`config.mk`:
```
export PLATFORM = sky130hd
export DESIGN_NAME = sprite_dma_chan
export DESIGN_NICKNAME = d
export VERILOG_FILES = /design/src/rtl/sprite_dma_pkg.sv /design/src/rtl/sprite_vcompare.sv /design/src/rtl/sprite_slot_sched.sv /design/src/rtl/sprite_data_latch.sv /design/src/rtl/sprite_dma_chan.sv
export SDC_FILE = /design/constraint.sdc
export NUM_CORES = 1
export LEC_CHECK = 0
export BUFFER_PORTS_ARGS = -buffer_cell sky130_fd_sc_hd__buf_2
export CELL_PAD_IN_SITES_DETAIL_PLACEMENT = 0
export CELL_PAD_IN_SITES_GLOBAL_PLACEMENT = 1
export CORE_MARGIN = 10
export CORE_UTILIZATION = 41
export DETAILED_ROUTE_END_ITERATION = 8
export HOLD_SLACK_MARGIN = 0.06
export PLACE_DENSITY = 0.92
export SYNTH_ARGS = -nofsm -noshare
export SYNTH_HDL_FRONTEND = slang
export SYNTH_SLANG_ARGS = --single-unit
```
`constraint.sdc`:
```
create_clock -name clk_i -period 5.87 [get_ports clk_i]
set_clock_uncertainty 0.2 [all_clocks]
set_input_delay 1.174 -clock clk_i [delete_from_list [all_inputs] [get_ports clk_i]]
set_output_delay 1.174 -clock clk_i [all_outputs]
set_load 0.01 [all_outputs]
```
`src/rtl/sprite_dma_pkg.sv`:
```
package sprite_dma_pkg;
  localparam int VPOS_W = 9;
  localparam int WORD_W = 16;

  typedef enum logic [2:0] {
    FETCH_NONE,
    FETCH_POS,
    FETCH_CTL,
    FETCH_DATA,
    FETCH_DATB
  } fetch_kind_e;

  function automatic logic [VPOS_W-1:0] decode_start(input logic [WORD_W-1:0] pos,
                                                      input logic [WORD_W-1:0] ctl);
    return {ctl[2], pos[15:8]};
  endfunction

  function automatic logic [VPOS_W-1:0] decode_stop(input logic [WORD_W-1:0] ctl);
    return {ctl[1], ctl[15:8]};
  endfunction
endpackage

```
`src/rtl/sprite_vcompare.sv`:
```
module sprite_vcompare
  import sprite_dma_pkg::*;
(
  input  logic              clk_i,
  input  logic              rst_ni,
  input  logic [VPOS_W-1:0] vpos_i,
  input  logic              line_start_i,
  input  logic              blank_i,
  input  logic              start_upd_i,
  input  logic [VPOS_W-1:0] start_new_i,
  input  logic              stop_upd_i,
  input  logic [VPOS_W-1:0] stop_new_i,
  output logic [VPOS_W-1:0] start_o,
  output logic [VPOS_W-1:0] stop_o,
  output logic              dma_on_o,
  output logic              stop_line_o
);
  logic [VPOS_W-1:0] start_q, stop_q, start_n, stop_n;
  logic ff_q, ff_n, sl_q, sl_n;
  logic eval, hit_start, hit_stop;

  always_comb begin
    start_n = start_upd_i ? start_new_i : start_q;
    if (line_start_i && blank_i) stop_n = vpos_i;
    else if (stop_upd_i)         stop_n = stop_new_i;
    else                         stop_n = stop_q;
    eval      = line_start_i | start_upd_i | stop_upd_i;
    hit_stop  = (vpos_i == stop_n);
    hit_start = (vpos_i == start_n);
    ff_n = ff_q;
    sl_n = sl_q;
    if (eval) begin
      sl_n = hit_stop;
      if (hit_stop)       ff_n = 1'b0;
      else if (hit_start) ff_n = 1'b1;
    end
  end

  always_ff @(posedge clk_i or negedge rst_ni) begin
    if (!rst_ni) begin
      start_q <= '0;
      stop_q  <= '0;
      ff_q    <= 1'b0;
      sl_q    <= 1'b0;
    end else begin
      start_q <= start_n;
      stop_q  <= stop_n;
      ff_q    <= ff_n;
      sl_q    <= sl_n;
    end
  end

  assign start_o     = start_q;
  assign stop_o      = stop_q;
  assign dma_on_o    = ff_q;
  assign stop_line_o = sl_q;

  // stop match at line start clears DMA regardless of enable
  a_r3_stop_clears: assert property (@(posedge clk_i) disable iff (!rst_ni)
    (line_start_i && !start_upd_i && !stop_upd_i && !blank_i && vpos_i == stop_q)
    |=> !ff_q);

  // blanking line start forces the stop line and the control fetch
  a_r8_blank_forces: assert property (@(posedge clk_i) disable iff (!rst_ni)
    (line_start_i && blank_i && !stop_upd_i) |=> (sl_q && stop_q == $past(vpos_i)));
endmodule

```
`src/rtl/sprite_slot_sched.sv`:
```
module sprite_slot_sched
  import sprite_dma_pkg::*;
#(
  parameter int CHAN_ID = 0,
  parameter int HPOS_W  = 8
) (
  input  logic [HPOS_W-1:0] hpos_i,
  input  logic              below_blank_i,
  input  logic              en_i,
  input  logic              dma_on_i,
  input  logic              stop_line_i,
  output fetch_kind_e       kind_o
);
  localparam logic [HPOS_W-1:0] SLOT_A = HPOS_W'(8'h15 + 4 * CHAN_ID);
  localparam logic [HPOS_W-1:0] SLOT_B = HPOS_W'(8'h17 + 4 * CHAN_ID);

  logic at_a, at_b;

  always_comb begin
    at_a   = (hpos_i == SLOT_A);
    at_b   = (hpos_i == SLOT_B);
    kind_o = FETCH_NONE;
    if (en_i && !below_blank_i && (at_a || at_b)) begin
      if (stop_line_i)   kind_o = at_a ? FETCH_POS  : FETCH_CTL;
      else if (dma_on_i) kind_o = at_a ? FETCH_DATA : FETCH_DATB;
    end
  end
endmodule

```
`src/rtl/sprite_data_latch.sv`:
```
module sprite_data_latch
  import sprite_dma_pkg::*;
(
  input  logic              clk_i,
  input  logic              rst_ni,
  input  logic              load_a_i,
  input  logic              load_b_i,
  input  logic              disarm_i,
  input  logic [WORD_W-1:0] data_i,
  output logic [WORD_W-1:0] data_a_o,
  output logic [WORD_W-1:0] data_b_o,
  output logic              armed_o
);
  always_ff @(posedge clk_i or negedge rst_ni) begin
    if (!rst_ni) begin
      data_a_o <= '0;
      data_b_o <= '0;
      armed_o  <= 1'b0;
    end else begin
      if (load_a_i) data_a_o <= data_i;
      if (load_b_i) data_b_o <= data_i;
      if (disarm_i)      armed_o <= 1'b0;
      else if (load_a_i) armed_o <= 1'b1;
    end
  end

  // control fetch or write always leaves the sprite disarmed
  a_r10_disarm: assert property (@(posedge clk_i) disable iff (!rst_ni)
    disarm_i |=> !armed_o);

  // only a data A load may raise armed
  a_r10_arm_source: assert property (@(posedge clk_i) disable iff (!rst_ni)
    (!load_a_i) |=> !$rose(armed_o));
endmodule

```
`src/rtl/sprite_dma_chan.sv`:
```
module sprite_dma_chan
  import sprite_dma_pkg::*;
#(
  parameter int                CHAN_ID    = 0,
  parameter int                HPOS_W     = 8,
  parameter int                PTR_W      = 19,
  parameter logic [VPOS_W-1:0] PAL_BLANK  = 9'h019,
  parameter logic [VPOS_W-1:0] NTSC_BLANK = 9'h014
) (
  input  logic              clk_i,
  input  logic              rst_ni,
  input  logic              pal_i,
  input  logic              spr_en_i,
  input  logic [VPOS_W-1:0] vpos_i,
  input  logic [HPOS_W-1:0] hpos_i,
  input  logic              pos_we_i,
  input  logic              ctl_we_i,
  input  logic              ptr_we_i,
  input  logic [WORD_W-1:0] wdata_i,
  input  logic [PTR_W-1:0]  ptr_wdata_i,
  input  logic [WORD_W-1:0] rdata_i,
  output logic              req_o,
  output logic [PTR_W-1:0]  addr_o,
  output logic [WORD_W-1:0] pos_o,
  output logic [WORD_W-1:0] ctl_o,
  output logic [VPOS_W-1:0] vstart_o,
  output logic [VPOS_W-1:0] vstop_o,
  output logic [WORD_W-1:0] data_a_o,
  output logic [WORD_W-1:0] data_b_o,
  output logic              armed_o
);
  localparam logic [HPOS_W-1:0] SLOT_A = HPOS_W'(8'h15 + 4 * CHAN_ID);
  localparam logic [HPOS_W-1:0] SLOT_B = HPOS_W'(8'h17 + 4 * CHAN_ID);

  logic [VPOS_W-1:0] blank_line;
  logic              line_start, below_blank, dma_on, stop_line;
  fetch_kind_e       kind;
  logic              pos_upd, ctl_upd;
  logic [WORD_W-1:0] pos_q, ctl_q, pos_eff, ctl_eff;
  logic [PTR_W-1:0]  ptr_q;

  assign blank_line  = pal_i ? PAL_BLANK : NTSC_BLANK;
  assign line_start  = (hpos_i == '0);
  assign below_blank = (vpos_i < blank_line);

  sprite_slot_sched #(.CHAN_ID(CHAN_ID), .HPOS_W(HPOS_W)) i_sched (
    .hpos_i       (hpos_i),
    .below_blank_i(below_blank),
    .en_i         (spr_en_i),
    .dma_on_i     (dma_on),
    .stop_line_i  (stop_line),
    .kind_o       (kind)
  );

  // DMA fetch has precedence over a same-cycle CPU write of the same word
  always_comb begin
    pos_upd = pos_we_i || (kind == FETCH_POS);
    ctl_upd = ctl_we_i || (kind == FETCH_CTL);
    pos_eff = pos_q;
    ctl_eff = ctl_q;
    if (kind == FETCH_POS) pos_eff = rdata_i;
    else if (pos_we_i)     pos_eff = wdata_i;
    if (kind == FETCH_CTL) ctl_eff = rdata_i;
    else if (ctl_we_i)     ctl_eff = wdata_i;
  end

  always_ff @(posedge clk_i or negedge rst_ni) begin
    if (!rst_ni) begin
      pos_q <= '0;
      ctl_q <= '0;
      ptr_q <= '0;
    end else begin
      pos_q <= pos_eff;
      ctl_q <= ctl_eff;
      if (ptr_we_i)                ptr_q <= ptr_wdata_i;
      else if (kind != FETCH_NONE) ptr_q <= ptr_q + PTR_W'(1);
    end
  end

  sprite_vcompare i_vcmp (
    .clk_i       (clk_i),
    .rst_ni      (rst_ni),
    .vpos_i      (vpos_i),
    .line_start_i(line_start),
    .blank_i     (vpos_i == blank_line),
    .start_upd_i (pos_upd || ctl_upd),
    .start_new_i (decode_start(pos_eff, ctl_eff)),
    .stop_upd_i  (ctl_upd),
    .stop_new_i  (decode_stop(ctl_eff)),
    .start_o     (vstart_o),
    .stop_o      (vstop_o),
    .dma_on_o    (dma_on),
    .stop_line_o (stop_line)
  );

  sprite_data_latch i_latch (
    .clk_i   (clk_i),
    .rst_ni  (rst_ni),
    .load_a_i(kind == FETCH_DATA),
    .load_b_i(kind == FETCH_DATB),
    .disarm_i(ctl_upd),
    .data_i  (rdata_i),
    .data_a_o(data_a_o),
    .data_b_o(data_b_o),
    .armed_o (armed_o)
  );

  assign req_o  = (kind != FETCH_NONE);
  assign addr_o = ptr_q;
  assign pos_o  = pos_q;
  assign ctl_o  = ctl_q;

  a_r4_slot_cycle: assert property (@(posedge clk_i) disable iff (!rst_ni)
    req_o |-> (hpos_i == SLOT_A || hpos_i == SLOT_B));

  a_r6_enable_sampled: assert property (@(posedge clk_i) disable iff (!rst_ni)
    req_o |-> spr_en_i);

  a_r8_no_fetch_above: assert property (@(posedge clk_i) disable iff (!rst_ni)
    req_o |-> (vpos_i >= blank_line));

  a_r7_ptr_hold: assert property (@(posedge clk_i) disable iff (!rst_ni)
    (!req_o && !ptr_we_i) |=> $stable(addr_o));

  a_r7_ptr_step: assert property (@(posedge clk_i) disable iff (!rst_ni)
    (req_o && !ptr_we_i) |=> (addr_o == $past(addr_o) + PTR_W'(1)));
endmodule

```
# Yosys cells after proc, flatten, opt, wreduce, memory -nomap -nowiden
# Cells that the tools add are included.
[classes]
add_sub_neg = 1
n_lt_le_gt_ge = 1
n_reduce_logical = 16
bitwise = 2
mux = 19
eq_ne = 9
[ops]
columns = ["operator", "n"]
rows = [
  ["2-to-1 mux 16 bit", 4],
  ["2-to-1 mux 19 bit", 2],
  ["2-to-1 mux 9 bit", 3],
  ["adder 19 x 1 -> 19 bit, second input constant", 1],
  ["equality test 9 bit", 2],
  ["equality test 8 x 5 -> 1 bit, second input constant", 2],
  ["2-to-1 mux 3 bit", 4],
  ["nonzero test 2 bit", 5],
  ["equality test 9 x 5 -> 1 bit", 1],
  ["< comparator 9 x 5 -> 1 bit", 1],
  ["logical NOT 8 bit", 1],
  ["equality test 3 x 2 -> 1 bit, second input constant", 2],
  ["logical OR 1 bit", 4],
  ["2-to-1 mux 1 bit", 4],
  ["2-to-1 mux 4 bit", 1],
  ["equality test 3 x 1 -> 1 bit, second input constant", 1],
  ["equality test 3 bit, second input constant", 1],
  ["logical AND 1 bit", 3],
  ["nonzero test 3 bit", 1],
  ["2-to-1 mux 2 bit", 1],
  ["OR 1 bit", 2],
  ["AND reduction 2 bit", 1],
  ["logical NOT 1 bit", 1],
]
[word_totals]
elab_cells = 60
in_bits = 75
output_inout_bits = 103
register_bits = 104

# Logic depth before layout (Yosys ltp)
[depth]
depth_word = 13
ltp_mapped = 12
depth_no_buf = 10

# By module
# From an unflattened synthesis, not the netlist that was laid out.
[unflattened]
hier_cells = 460
hier_area_um2 = 5212.5
[by_module_without_submodules]
columns = ["mod", "area_per_inst_um2", "seq_area_each_um2", "cells_per_inst", "instances"]
rows = [
  ["sprite_dma_chan", 2696.3, 1276.2, 283, 1],
  ["sprite_data_latch", 1330.0, 825.8, 70, 1],
  ["sprite_vcompare", 1106.1, 500.5, 97, 1],
  ["sprite_slot_sched", 80.1, 0.0, 10, 1],
]

# Worst setup path before layout
# Ideal clock, no wire load.
[synth_path]
path_type = "input to register"
from = "input pal_i"
to = "register i_vcmp.ff_q, in the netlist i_vcmp.dma_on_o"
t_required_ns = 5.576
slack_ns = 2.237
arrival_ns = 3.339
setup_time_ns = 0.094
path_stages = 11
n_path_buf = 1
cell_sequence = "inv_1 -> ha_1 -> a21o_1 -> a221oi_4 -> or3_1 -> buf_6 -> mux2i_1 -> nor2_1 -> o311ai_0 -> a41oi_1 -> a211oi_1"
[synth_via]
elab_chain_len = 13
word_cells_on_any_way = 25
cone_classes = "order compare (1); eq/ne (5); mux (8); bitwise (2); reduce/logical (9)"
[synth_rtl]
columns = ["item", "line_no", "source"]
rows = [
  ["start: declaration", "sprite_dma_chan.sv:12", "input logic pal_i,"],
  ["2-to-1 mux 4 bit *", "sprite_dma_chan.sv:42", "assign blank_line = pal_i ? PAL_BLANK : NTSC_BLANK;"],
  ["< comparator 9 x 5 -> 1 bit", "sprite_dma_chan.sv:44", "assign below_blank = (vpos_i < blank_line);"],
  ["logical NOT 1 bit", "sprite_slot_sched.sv:23", "if (en_i && !below_blank_i && (at_a || at_b)) begin"],
  ["logical AND 1 bit (2 in a row)", "sprite_slot_sched.sv:23", ""],
  ["2-to-1 mux 3 bit", "sprite_slot_sched.sv:23", ""],
  ["equality test 3 x 2 -> 1 bit / equality test 3 x 1 -> 1 bit (equally long branches)", "-", ""],
  ["2-to-1 mux 16 bit, or another cell as far along", "sprite_dma_chan.sv:63", "if (kind == FETCH_CTL) ctl_eff = rdata_i;"],
  ["2-to-1 mux 9 bit / logical OR 1 bit (equally long branches)", "sprite_vcompare.sv:25, sprite_dma_chan.sv:86", ""],
  ["2-to-1 mux 9 bit, on equally long branches", "sprite_vcompare.sv:24, sprite_vcompare.sv:23", ""],
  ["equality test 9 bit, on equally long branches", "sprite_vcompare.sv:28, sprite_vcompare.sv:29", ""],
  ["nonzero test 2 bit (no source line)", "-", ""],
  ["AND reduction 2 bit (no source line)", "-", ""],
  ["end signal: assignment", "sprite_vcompare.sv:48", "ff_q <= ff_n;"],
  ["end: declaration", "sprite_vcompare.sv:19", "logic ff_q, ff_n, sl_q, sl_n;"],
]
# Every way passes the cells marked *; elsewhere a longest branch is shown, timed or not.
# A chain may end at the register's enable or synchronous reset.

# Final worst setup path
[layout_path]
from = "input pal_i"
to = "output req_o"
[layout_via]
elab_chain_len = 7
[layout_rtl]
columns = ["item", "line_no", "source"]
rows = [
  ["2-to-1 mux 4 bit", "sprite_dma_chan.sv:42", ""],
  ["< comparator 9 x 5 -> 1 bit", "sprite_dma_chan.sv:44", ""],
  ["logical NOT 1 bit", "sprite_slot_sched.sv:23", ""],
  ["logical AND 1 bit (2 in a row)", "sprite_slot_sched.sv:23", ""],
  ["2-to-1 mux 3 bit", "sprite_slot_sched.sv:23", ""],
  ["nonzero test 3 bit", "sprite_dma_chan.sv:108", "assign req_o = (kind != FETCH_NONE);"],
  ["end: declaration", "sprite_dma_chan.sv:22", "output logic req_o,"],
]
# Every way passes these cells.

==> impl_metrics.py <==
metrics = {
    "status": {
        "outcome": "completed",
    },
    "sta": {
        "maxSlewViolCount": 0,
        "fmax_mhz": 228,
        "fin_crit_ps": 4380,
        "setup_tns_ps": 0,
        "rsz0062_at_grt": "false",
        "fin_crit_sh_pct": 74.7,
        "worst_pin_slew_ps": 1050,
        "setup_viol": 0,
        "hold_viol": 0,
        "max_slew_margin_pct": 29.7,
        "whs_ps": 283,
    },
    "power": {
        "switching_share_pct": 27.2,
        "p_int_w": 0.00120,
        "p_leak_nw": 3.22,
        "pwr-share-comb_pct": 16.1,
        "vdd_drop_max_mv": 0.114,
        "fin_total_pwr_w": 0.00165,
        "p_clk_share_pct": 35.2,
        "p_seq_share_pct": 48.7,
        "p_per_area_nw_per_um2": 258,
        "p_sw_w": 0.000448,
    },
    "setup_path": {
        "cp-end-kind": "output pin",
        "startpoint_type": "input pin",
        "arrival_ps": 3010,
        "critPathMaxFanout": 17,
        "critPathKind": "in2out",
        "critPathRequiredTime_ps": 4500,
    },
    "cts": {
        "h-tree-depth": 3,
        "cts_root_buf": "clkbuf_16",
        "path_clk_slew_ps": 70,
        "clock_path_buffers": 2,
        "cts_setup_buffers": 0,
        "cts_sinks": 104,
        "cts_resized": 0,
        "clkLatencyLatePin_ps": 340,
        "cts_buffers": 9,
        "cts_tree": "built",
        "hold_buffers": 0,
    },
    "yosys": {
        "synth_cells": 474,
        "avgSynthCellArea_um2": 10.7,
        "synth-seq-area-share_pct": 51.3,
        "synth_top_area_share_pct": 51.3,
        "syn-num-nets": 553,
        "ys_seq_elements": 104,
        "ys.flop_type": "dfrtp_1",
        "yosysTopAreaCell": "dfrtp_1",
        "synth-async-reset-ratio_pct": 100,
        "synth_area_leaders": "dfrtp_1, mux2_2, mux2i_1, nand2_1, o21ai_0",
        "yosys.cell_types.count": 46,
        "yosysWarnings": 0,
        "synth_edf_count": 0,
        "netlist_area_um2": 5070,
    },
    "route": {
        "ant_nets": 0,
        "met1_length_um": 7080,
        "wl_per_cell_um": 19.6,
        "drtPass1Iterations": 5,
        "wirelength_um": 15900,
        "vias": 4277,
        "drc": 0,
        "detail_route.iter0.violations": 224,
        "highest-signal-layer": "met4",
        "vias_per_cell": 5.26,
        "wl_met2_um": 7400,
        "wl_met3_um": 1290,
    },
    "min_path": {
        "hp-class": "reg2reg",
    },
    "die": {
        "ios": 178,
        "rows": 40,
        "die_w_um": 131,
        "core_area_um2": 12100,
        "start_util_pct": 42.1,
        "die_h_um": 131,
        "dieArea_um2": 17200,
    },
    "final_layout": {
        "seq_area_um2": 2600,
        "drive_gt1_share_pct": 37.1,
        "fin_nets": 722,
        "multi_input_area_um2": 2320,
        "n_antenna_cell": 0,
        "fill_cells": 1129,
        "layoutNonFillerInstCount": 813,
        "area_delta_synth_final_pct": 25.8,
    },
    "job": {
        "max_cap_violations": 0,
    },
    "grt": {
        "grt_overflow": 0,
        "grt_pass1_wl_um": 25200,
        "grt_pass1_vias": 4430,
        "track_usage_pct": 18.0,
        "antenna_found_initial": 0,
        "grt_max_degree": 58,
    },
    "placement": {
        "port-buffer-count": 177,
        "dp.cells": 800,
        "dp_hpwl_um": 12200,
        "gp_congestion": 0.959,
    },
}
-- placed cells by master, fill, tap and decap left out, types with 6 or more instances in the layout --
cell type,n
nor3_1,10
mux2_2,40
nand2_1,48
xor2_1,18
nand2b_1,11
nor2_1,28
a21oi_1,23
inv_1,16
mux2i_1,32
xnor2_1,18
buf_2,176
o21ai_0,33
a31oi_1,10
nand4_1,7
clkbuf_16,9
and3_1,6
dfrtp_1,104
-- critical path: stages --
cell and delay (ps):
buf_2 110, inv_1 50, ha_1 310, a21o_1 210, a221oi_4 670, nor3_2 270
buf_2 210
-- sequential cells by signal, indices dropped and copies added (netlist names) --
name                flops
i_vcmp.start_o          9
i_vcmp.stop_o           9
i_latch.data_a_o       16
pos_o                  16
i_latch.armed_o         1
i_vcmp.dma_on_o         1
i_latch.data_b_o       16
i_vcmp.stop_line_o      1
addr_o                 19
ctl_o                  16
-- kinds of logic (layout without fill, tap and decap cells) --
group                      Yosys count  in the layout  synth area share, %
xor gates and xnor gates            36             36                 6.21
and+or+nand+nor                    132            132                 12.6
muxes                               72             72                 15.2
DFF                                104            104                 51.3
AOI/OAI and AO/OA                   87             87                 10.5
adders and majority gates            4              4                0.986
buffers and inverters               39            210                 3.18
-- cell type report --
class | instances | share of cell area [%]
timing repair buffer | 181 | 14.4
multi-input combinational | 331 | 36.3
clock buffer | 10 | 3.59
inverter | 16 | 0.941
tap | 168 | 3.29
sequential | 104 | 40.8
clock inverter | 3 | 0.725
-- synth_stat cells, types with 2 or more instances --
cell type / n
a211oi_1: 5
a21oi_1: 23
a31oi_1: 10
and3_1: 6
and4_1: 3
buf_1: 4
buf_2: 3
clkbuf_1: 14
dfrtp_1: 104
ha_1: 4
inv_1: 16
mux2_2: 40
mux2i_1: 32
nand2_1: 48
nand2b_1: 11
nand3_1: 5
nand4_1: 7
nor2_1: 28
nor3_1: 10
nor4_1: 6
o21ai_0: 33
o311ai_0: 3
or3_1: 2
xnor2_1: 18
xor2_1: 18
-- power by group through the flow --
stage               logic, W  registers, W  clock network, W
detailed placement  0.000267      0.000815                 0
CTS                 0.000268      0.000802          0.000598
global placement    0.000264      0.000813                 0
finish              0.000264      0.000802          0.000580
floorplan           0.000108      0.000831                 0
global route        0.000293      0.000808          0.000621
-- final timing paths --
path / startpoint / endpoint / slack, ps / depth (start not counted)
hold reg to reg: i_latch.data_b_o[9] / i_latch.data_b_o[9] / 280 / 2
hold / removal: i_latch.data_b_o[9] / i_latch.data_b_o[9] / 280 / 2
setup reg to reg: i_vcmp.stop_line_o / i_vcmp.dma_on_o / 3220 / 7
setup / recovery: pal_i / req_o / 1490 / 7
max in group asynchronous: rst_ni / i_latch.data_a_o[13] / 3630 / 2
min in group asynchronous: rst_ni / i_latch.data_b_o[11] / 640 / 1
-- metrics by stage --
| step | area (um^2) | setup slack [ps] | utilization (%) |
|---|---|---|---|
| after global placement | 6110 | 1500 | 50.6 |
| after detailed placement | 6110 | 1420 | 50.6 |
| final | 6380 | 1490 | 52.9 |
| after floorplan | 5070 | 2240 | - |
| after global routing | 6380 | 1380 | 52.9 |
| after CTS | 6380 | 1500 | 52.9 |
-- layer usage --
metal,GRT usage [%],vias up
met5,0,-
met4,5.50,0
met3,4.69,11
met2,28.2,173
met1,23.8,2077
li1,-,2016
(Power assumes the default switching activity.)
